[src/rtl/dcam_pkg.sv]
package dcam_pkg;

    typedef enum logic [1:0] {
        MAP_SPLIT  = 2'd0,
        MAP_STRIPE = 2'd1,
        MAP_MIXED  = 2'd2,
        MAP_RSVD   = 2'd3
    } map_mode_e;

    // Codes 0 and 3 share the range-split map.
    function automatic logic is_split_like(map_mode_e m);
        return (m == MAP_SPLIT) || (m == MAP_RSVD);
    endfunction

endpackage

[src/rtl/dcam_cfg.sv]
module dcam_cfg
    import dcam_pkg::*;
#(
    parameter int AW  = 16,
    parameter int GLG = 5
) (
    input  logic          clk,
    input  logic          rst,
    input  logic          cfg_wr,
    input  logic [1:0]    cfg_mode,
    input  logic [AW:0]   cfg_split,
    input  logic [AW:0]   cfg_top,
    input  logic          busy,
    output map_mode_e     act_mode,
    output logic [AW:0]   act_split,
    output logic [AW:0]   act_top,
    output logic          chb_idle
);
    localparam int          PLG    = GLG + 1;
    localparam logic [AW:0] FULL   = {1'b1, {AW{1'b0}}};
    localparam logic [AW:0] ALMASK = (AW+1)'((1 << PLG) - 1);

    logic [AW:0] split_al;

    always_ff @(posedge clk) begin
        if (rst) begin
            act_mode  <= MAP_SPLIT;
            act_split <= FULL;
            act_top   <= FULL;
        end else if (cfg_wr && !busy) begin
            act_mode  <= map_mode_e'(cfg_mode);
            act_split <= cfg_split;
            act_top   <= cfg_top;
        end
    end

    always_comb begin
        split_al = act_split & ~ALMASK;
        if (is_split_like(act_mode))
            chb_idle = (act_split >= act_top);
        else if (act_mode == MAP_MIXED)
            chb_idle = (split_al >= act_top);
        else
            chb_idle = 1'b0;
    end

endmodule

[src/rtl/dcam_xlate.sv]
module dcam_xlate
    import dcam_pkg::*;
#(
    parameter int AW  = 16,
    parameter int GLG = 5
) (
    input  map_mode_e       mode,
    input  logic [AW:0]     split,
    input  logic [AW:0]     top,
    input  logic [AW-1:0]   addr,
    output logic            err,
    output logic            sel_b,
    output logic [AW-1:0]   loc
);
    localparam int          PLG    = GLG + 1;
    localparam logic [AW:0] LOMASK = (AW+1)'((1 << GLG) - 1);
    localparam logic [AW:0] ALMASK = (AW+1)'((1 << PLG) - 1);

    // Drop the channel-select bit and close the gap.
    function automatic logic [AW-1:0] squeeze(input logic [AW:0] v);
        logic [AW:0] hi;
        logic [AW:0] s;
        hi = (v >> PLG) << GLG;
        s  = hi | (v & LOMASK);
        return s[AW-1:0];
    endfunction

    logic [AW:0]   ext;
    logic [AW:0]   split_al;
    logic [AW:0]   diff;
    logic [AW-1:0] sq;

    always_comb begin
        ext      = {1'b0, addr};
        split_al = split & ~ALMASK;
        err      = (ext >= top);
        diff     = '0;
        sq       = '0;
        sel_b    = 1'b0;
        loc      = addr;
        unique case (mode)
            MAP_STRIPE: begin
                sel_b = addr[GLG];
                loc   = squeeze(ext);
            end
            MAP_MIXED: begin
                if (ext >= split_al) begin
                    diff  = ext - split_al;
                    sq    = squeeze(diff);
                    sel_b = diff[GLG];
                    loc   = sel_b ? sq : (split_al[AW-1:0] + sq);
                end
            end
            default: begin
                if (ext >= split) begin
                    diff  = ext - split;
                    sel_b = 1'b1;
                    loc   = diff[AW-1:0];
                end
            end
        endcase
        if (err) begin
            sel_b = 1'b0;
            loc   = '0;
        end
    end

endmodule

[src/rtl/dcam_ostage.sv]
module dcam_ostage #(
    parameter int AW = 16
) (
    input  logic          clk,
    input  logic          rst,
    input  logic          in_valid,
    output logic          in_ready,
    input  logic          in_err,
    input  logic          in_sel_b,
    input  logic [AW-1:0] in_loc,
    output logic          out_valid,
    input  logic          out_ready,
    output logic          out_err,
    output logic          out_sel_b,
    output logic [AW-1:0] out_loc
);
    typedef struct packed {
        logic          err;
        logic          sel_b;
        logic [AW-1:0] loc;
    } res_t;

    res_t held;

    assign in_ready = !out_valid || out_ready;

    always_ff @(posedge clk) begin
        if (rst) begin
            out_valid <= 1'b0;
            held      <= '0;
        end else if (in_ready) begin
            out_valid <= in_valid;
            if (in_valid)
                held <= '{err: in_err, sel_b: in_sel_b, loc: in_loc};
        end
    end

    assign out_err   = held.err;
    assign out_sel_b = held.sel_b;
    assign out_loc   = held.loc;

endmodule

[src/rtl/dcam_top.sv]
module dcam_top
    import dcam_pkg::*;
#(
    parameter int ADDR_W  = 16,
    parameter int GRAN_LG = 5
) (
    input  logic              clk,
    input  logic              rst,
    input  logic              cfg_wr,
    input  logic [1:0]        cfg_mode,
    input  logic [ADDR_W:0]   cfg_split,
    input  logic [ADDR_W:0]   cfg_top,
    input  logic              req_valid,
    output logic              req_ready,
    input  logic [ADDR_W-1:0] req_addr,
    output logic              out_valid,
    input  logic              out_ready,
    output logic              out_err,
    output logic              out_sel_b,
    output logic [ADDR_W-1:0] out_loc,
    output logic              chb_idle
);
    map_mode_e         act_mode;
    logic [ADDR_W:0]   act_split;
    logic [ADDR_W:0]   act_top;
    logic              x_err;
    logic              x_sel_b;
    logic [ADDR_W-1:0] x_loc;
    logic              busy;

    assign busy = req_valid || out_valid;

    dcam_cfg #(.AW(ADDR_W), .GLG(GRAN_LG)) u_cfg (
        .clk       (clk),
        .rst       (rst),
        .cfg_wr    (cfg_wr),
        .cfg_mode  (cfg_mode),
        .cfg_split (cfg_split),
        .cfg_top   (cfg_top),
        .busy      (busy),
        .act_mode  (act_mode),
        .act_split (act_split),
        .act_top   (act_top),
        .chb_idle  (chb_idle)
    );

    dcam_xlate #(.AW(ADDR_W), .GLG(GRAN_LG)) u_xlate (
        .mode  (act_mode),
        .split (act_split),
        .top   (act_top),
        .addr  (req_addr),
        .err   (x_err),
        .sel_b (x_sel_b),
        .loc   (x_loc)
    );

    dcam_ostage #(.AW(ADDR_W)) u_ostage (
        .clk       (clk),
        .rst       (rst),
        .in_valid  (req_valid),
        .in_ready  (req_ready),
        .in_err    (x_err),
        .in_sel_b  (x_sel_b),
        .in_loc    (x_loc),
        .out_valid (out_valid),
        .out_ready (out_ready),
        .out_err   (out_err),
        .out_sel_b (out_sel_b),
        .out_loc   (out_loc)
    );

endmodule

[config.mk]
export PLATFORM = sky130hd
export DESIGN_NAME = dcam_top
export DESIGN_NICKNAME = d
export VERILOG_FILES = /design/src/rtl/dcam_pkg.sv /design/src/rtl/dcam_cfg.sv /design/src/rtl/dcam_xlate.sv /design/src/rtl/dcam_ostage.sv /design/src/rtl/dcam_top.sv
export SDC_FILE = /design/constraint.sdc
export NUM_CORES = 1
export LEC_CHECK = 0
export BUFFER_PORTS_ARGS = -buffer_cell sky130_fd_sc_hd__clkbuf_2
export CAP_MARGIN = 5
export CORE_MARGIN = 2
export CORE_UTILIZATION = 37
export CTS_CLUSTER_SIZE = 25
export DETAILED_ROUTE_END_ITERATION = 7
export PLACE_DENSITY_LB_ADDON = 0.08
export SYNTH_ARGS = -nofsm -noshare
export SYNTH_HDL_FRONTEND = slang
export SYNTH_SLANG_ARGS = --single-unit
[constraint.sdc]
create_clock -name clk -period 5.8 [get_ports clk]
set_clock_uncertainty 0.15 [all_clocks]
set_input_delay 1.74 -clock clk [delete_from_list [all_inputs] [get_ports clk]]
set_output_delay 1.74 -clock clk [all_outputs]
set_load 0.05 [all_outputs]
==> results_dict.tcl, run 1 <==
set metrics [dict create \
    status "complete, no violations" \
    first_global_vias 4601 \
    remaining_drc_errors 0 \
    antenna_found_initial 0 \
    core.rowCount 41 \
    wire_per_inst_um 18.1 \
    start_util_pct 38.1 \
    synthMuxAreaShare_pct 1.71 \
    comb_power_share_pct 37.2 \
    root_buffer "clkbuf_16" \
    die_w_um 118 \
    cp_num_buf_inv 3 \
    critPathArrivalTime_ns 5.12 \
    diodes 0 \
    sw_frac_of_total_pct 39.5 \
    pin_count 78 \
    min_path_cells 2 \
    vias 4665 \
    wl_mm 15.6 \
    drtIter0Drc 269 \
    wl_met1_mm 7.78 \
    path_class "in -> reg" \
    slowest_delay_ns 0.41 \
    ys_ff_latch 55 \
    final_cell_mix "119 x nand2_1, 77 x clkbuf_2, 72 x a21oi_1" \
    top_layer_used "met4" \
    area_growth_syn_to_layout_pct 13.3 \
    drt_first_pass_iters 5 \
    finalWeightedCongestion 0.894 \
    tns_ns 0 \
    pwr-share-seq_pct 34.8 \
    cts-buffers-inserted 5 \
    slew_headroom_pct 25.1 \
    fin_crit_ns 5.06 \
    synthTopCellsByArea "dfxtp_1 23%, ha_1 16%, nand2_1 9.2%, a21oi_1 7.6%, inv_1 3.9%" \
    synth_top_family_by_area "compound AO/OA/AOI/OAI gates" \
    ys_warn_count 0 \
    dp_hpwl_mm 12.2 \
    maxSlewViolCount 0 \
    rrSetupSlack_ns 1.86 \
    wl_met2_mm 6.99 \
    clkPwrFrac_pct 27.9 \
    cts_tree "built" \
    finalHoldViolCount 0 \
    port_buffers 77 \
    p_int_mw 0.727 \
    syn_inst 633 \
    insertion_delay_ns 0.31 \
    wl_met3_um 737 \
    synth_ff_type "dfxtp_1" \
    cp_top_family "compound AO/OA/AOI/OAI gates" \
    fin_nets 811 \
    cpMaxStageDelayCell "fa_1" \
    powerDensity_mw_per_mm2 219 \
    synth_fp_nets 754 \
    rsz0062_at_grt "no" \
    htreeDepth 2 \
    synthSimpleGateAreaFrac_pct 18.1 \
    vdd_ir_drop_max_uv 117 \
    yosys.cell_types.count 69 \
    crit_chain "clkbuf_2 -> inv_1 -> ha_1 -> inv_1 -> fa_1 -> a21o_1 -> a21oi_1 -> o21ai_0 -> xor2_1 -> ha_1 -> nor3_1 -> nor2_1 -> a41oi_1 -> xnor2_1 -> nor2_1 -> xnor2_1 -> nand3b_1 -> a32o_1" \
    multi_input_area_sq_mm 0.00340 \
    seq_area_sq_mm 0.00110 \
    min_to "u_cfg.act_top[15]" \
    switchingPower_mw 0.474 \
    post_cts_resized 0 \
    maxCapViolCount 0 \
    finalInstanceArea_sq_mm 0.00547 \
    synthXorXnorAreaFrac_pct 4.71 \
    ys_seq_area_share_pct 22.8 \
    drive_gt1_share_pct 15.5 \
    overflow 0 \
    grt.total_usage_pct 22.7 \
    synth-compound-area-share_pct 28.7 \
    hold_class "reg -> reg" \
    synthArstFlopShare_pct 0 \
    clk_pin_slew_ns 0.08 \
    postCtsSetupBuffers 0 \
    viasPerCell 5.41 \
    cts_hold_buf 0 \
    synthAdderAreaFrac_pct 17.0 \
    synth_edf_count 0 \
    grt_max_degree 43 \
    reg2reg_from "u_cfg.act_split[6]" \
    synth_top_area_share_pct 22.8 \
    clock_path_buffers 2 \
    period_share_pct 87.2 \
    placed_cell_area_sq_mm 0.00532 \
    cp.required_ns 5.86 \
    setup_violations 0 \
    grt_pass1_wl_mm 25.0 \
    power_mw 1.20 \
    r2r_end "u_ostage.out_loc[15]" \
    critPathLaunchType "input port" \
    core_area_sq_mm 0.0127 \
    fmax_ghz 0.198 \
    worstHoldStart "u_cfg.act_top[15]" \
    syn_area_per_cell_sq_um 7.63 \
    die_y_um 118 \
    p_leak_nw 2.29 \
    ant_nets 0 \
    yosysTopAreaCell "dfxtp_1" \
    reg2regPathDepth 16 \
    clock_sinks 55 \
    nFillCells 1366 \
    die_area_sq_mm 0.0140 \
    layout_commonest_cell "nand2_1" \
    netlist_area_sq_mm 0.00483 \
    critPathMaxFanout 6 \
    endpoint_kind "flop" \
    tightest_slew_ns 1.12 \
]
## cell type report
type / count / share of cell area [%]
clock inverter: 3 / 0.503
clock buffer: 5 / 2.29
inverter: 50 / 3.43
sequential: 55 / 20.1
timing repair buffer: 81 / 7.59
multi-input combinational: 497 / 62.1
tap: 172 / 3.93
## flip-flops by register name, indices dropped and copies added, names as in the netlist
signal / flops
u_cfg.act_top: 17
u_ostage.out_err: 1
u_cfg.act_mode: 2
u_ostage.out_sel_b: 1
u_ostage.out_valid: 1
u_ostage.out_loc: 16
u_cfg.act_split: 17
## how the worst max path moves through the flow
stage	start	endpoint	slack (ns)	depth (start not counted)
after floorplan	req_addr[6]	u_ostage.out_loc[15]	1.03	17
after global placement	req_addr[6]	u_ostage.out_loc[15]	0.54	18
after detailed placement	req_addr[6]	u_ostage.out_loc[15]	0.47	18
after CTS	req_addr[6]	u_ostage.out_loc[15]	0.79	18
after global routing	req_addr[6]	u_ostage.out_loc[14]	0.50	18
final	req_addr[6]	u_ostage.out_loc[15]	0.74	18
## tightest hold or removal path, delay by kind of cell (launching register included)
family | cells | cell delay [ns]
and+or+nand+nor | 1 | 0.05
AOI/OAI and AO/OA | 1 | 0.05
DFF | 1 | 0.31
## layer usage
metal | vias up | track usage (%)
met1 | 2154 | 32.1
li1 | 2377 | -
met5 | - | 0
met4 | 0 | 4.14
met2 | 128 | 36.7
met3 | 6 | 3.33
## synthesized netlist by cell type, drive strengths merged, types with 4 or more instances
library cell and count:
nor2 25, nand2 120, a21o 18, inv 50, nand4 9, buf 14, dfxtp 55, o2111ai 4
xnor2 15, mux2i 6, nor2b 6, a211oi 4, nand3 5, xor2 11, clkbuf 17, o21ai 33
a22o 5, nor3 8, o31ai 7, o21a 4, ha 61, nand2b 4, a221oi 10, o211ai 13
a21oi 76, and2 4
## through the flow
| step | worst slack (ns) | cells | hold slack [ns] | util, % |
|---|---|---|---|---|
| after floorplan | 1.03 | 633 | 0.286 | - |
| after global routing | 0.500 | 863 | 0.329 | 43.2 |
| after global placement | 0.538 | 855 | 0.288 | 42.0 |
| final | 0.740 | 863 | 0.306 | 43.2 |
| after detailed placement | 0.471 | 855 | 0.295 | 42.0 |
| after CTS | 0.788 | 863 | 0.311 | 43.2 |
## power by group through the flow
stage | clock [mW] | combinational, mW | sequential, mW
5_1_grt | 0.362 | 0.496 | 0.421
2_1_floorplan | 0 | 0.289 | 0.458
6_report | 0.335 | 0.447 | 0.418
4_1_cts | 0.346 | 0.446 | 0.419
3_5_place_dp | 0 | 0.444 | 0.427
3_3_place_gp | 0 | 0.446 | 0.427
## logic make-up after synthesis
kind of cell | count (synthesis)
AOI/OAI and AO/OA | 202
muxes | 8
xor gates and xnor gates | 26
adders and majority gates | 64
buffers and inverters | 81
and+or+nand+nor | 197
DFF | 55
Note: power is estimated with default switching activity, not from simulation.
==> inputs of run 2 (changes only) <==
CORE_MARGIN = default   (was 2)
==> run 2 against run 1 <==
  * Clock power decreased by 8.1%
  * Combinational power about the same
  * Via count increased by 0.13%
  * Cell count unchanged
  * Cell area decreased by 0.14%
  * Worst hold slack about the same
  * Sequential power about the same
  * Total power decreased by 2.5%
  * Setup slack improved by 0.0067 ns
  * Global-route usage increased by 0.43 points
  * Critical endpoint unchanged
  * Largest cell class unchanged
  * Highest routed layer unchanged
==> results_dict.tcl, run 2 (synthesized netlist as in run 1, its figures left out) <==
set metrics [dict create \
    port_buffers 77 \
    p_int_mw 0.721 \
    comb_power_share_pct 38.0 \
    cts_hold_buf 0 \
    start_util_pct 38.1 \
    drive_gt1_share_pct 15.3 \
    finalHoldViolCount 0 \
    fmax_ghz 0.198 \
    slew_headroom_pct 24.8 \
    grtUsageMet1_pct 32.3 \
    die_w_um 116 \
    reg2reg_from "u_cfg.act_split[6]" \
    postCtsSetupBuffers 0 \
    insertion_delay_ns 0.30 \
    critPathMaxFanout 6 \
    die_area_sq_mm 0.0135 \
    viasPerCell 5.41 \
    grt_pass1_wl_mm 23.6 \
    cts_tree "built" \
    use_met3_pct 3.22 \
    ant_nets 0 \
    core.rowCount 41 \
    use_met2_pct 37.0 \
    busiest_layer "met2" \
    clock_sinks 55 \
    vdd_ir_drop_max_uv 154 \
    critPathArrivalTime_ns 5.10 \
    endpoint_kind "flop" \
    diodes 0 \
    overflow 0 \
    switchingPower_mw 0.450 \
    setup_violations 0 \
    r2r_end "u_ostage.out_loc[15]" \
    critPathLaunchType "input port" \
    remaining_drc_errors 0 \
    multi_input_area_sq_mm 0.00340 \
    fin_nets 812 \
    wl_mm 14.9 \
    finalInstanceArea_sq_mm 0.00546 \
    seq_area_sq_mm 0.00110 \
    finalWeightedCongestion 0.915 \
    grt.total_usage_pct 23.1 \
    pwr-share-seq_pct 35.7 \
    post_cts_resized 0 \
    cts-buffers-inserted 5 \
    p_leak_nw 2.29 \
    rrSetupSlack_ns 1.85 \
    rsz0062_at_grt "no" \
    tightest_slew_ns 1.13 \
    first_global_vias 4399 \
    period_share_pct 87.1 \
    core_area_sq_mm 0.0127 \
    root_buffer "clkbuf_16" \
    startpoint "req_addr[6]" \
    layout_commonest_cell "nand2_1" \
    fin_crit_ns 5.05 \
    area_growth_syn_to_layout_pct 13.1 \
    holdWs_ns 0.306 \
    powerDensity_mw_per_mm2 214 \
    clkPwrFrac_pct 26.3 \
    htreeDepth 2 \
    cp.required_ns 5.85 \
    crit_end "u_ostage.out_loc[15]" \
    reg2regPathDepth 16 \
    wire_per_inst_um 17.3 \
    pin_count 78 \
    clk_pin_slew_ns 0.07 \
    vias 4671 \
    tns_ns 0 \
    hold_class "reg -> reg" \
    grt_max_degree 43 \
    path_class "in -> reg" \
    place_inst 856 \
    drt_first_pass_iters 6 \
    instances_no_fill 863 \
    placed_cell_area_sq_mm 0.00532 \
    antenna_found_initial 0 \
    clock_path_buffers 2 \
    final_cell_mix "119 x nand2_1, 77 x clkbuf_2, 73 x a21oi_1" \
    sw_frac_of_total_pct 38.4 \
    nFillCells 1364 \
    dp_hpwl_mm 11.7 \
    maxCapViolCount 0 \
    status "complete, no violations" \
    maxSlewViolCount 0 \
    die_y_um 116 \
    drtIter0Drc 281 \
    worstHoldStart "u_ostage.out_loc[1]" \
    power_mw 1.17 \
]
run 2: worst min-delay path by stage:
| stage | end | slack (ns) | depth (start not counted) |
|---|---|---|---|
| detailed placement | u_ostage.out_loc[8] | 0.29 | 2 |
| CTS | u_cfg.act_top[15] | 0.31 | 2 |
| global placement | u_ostage.out_loc[7] | 0.29 | 2 |
| global route | u_cfg.act_top[15] | 0.32 | 2 |
| floorplan | u_cfg.act_top[10] | 0.29 | 2 |
| finish | u_ostage.out_loc[1] | 0.31 | 2 |
run 2: worst max-delay path: stages:
cell and delay (ns):
clkbuf_2 0.14, inv_1 0.08, ha_1 0.18, inv_1 0.09
fa_1 0.41, a21o_1 0.18, a21oi_1 0.28, o21ai_0 0.17
xor2_1 0.19, ha_1 0.24, nor3_1 0.20, o2111ai_1 0.16
a41oi_1 0.29, xnor2_1 0.15, nor2_1 0.07, xnor2_1 0.19
nand3b_1 0.09, a32o_1 0.26
run 2: power by group through the flow:
stage,registers [mW],logic [mW],clock network [mW]
floorplan,0.458,0.289,0
global placement,0.426,0.445,0
detailed placement,0.427,0.442,0
CTS,0.418,0.444,0.324
global route,0.421,0.492,0.335
finish,0.418,0.445,0.308
run 2: layer usage:
metal | routed length, um | up-vias | part of all wire (%)
met4 | 246 | 0 | 1.6
li1 | - | 2373 | -
met2 | 6630 | 110 | 44
met3 | 556 | 13 | 3.7
met1 | 7480 | 2175 | 50
met5 | 0 | - | 0
run 2: final cells by class:
| class | instances | area share, % |
|---|---|---|
| Tap cell | 172 | 3.94 |
| Multi-Input combinational cell | 497 | 62.1 |
| Sequential cell | 55 | 20.2 |
| Clock inverter | 2 | 0.298 |
| Inverter | 50 | 3.43 |
| Clock buffer | 5 | 2.29 |
| Timing Repair Buffer | 82 | 7.74 |
run 2: stage by stage:
stage,util [%],setup slack [ns]
final,43.1,0.747
after detailed placement,42.0,0.445
after global routing,43.1,0.514
after global placement,42.0,0.576
after floorplan,-,1.03
after CTS,43.1,0.764
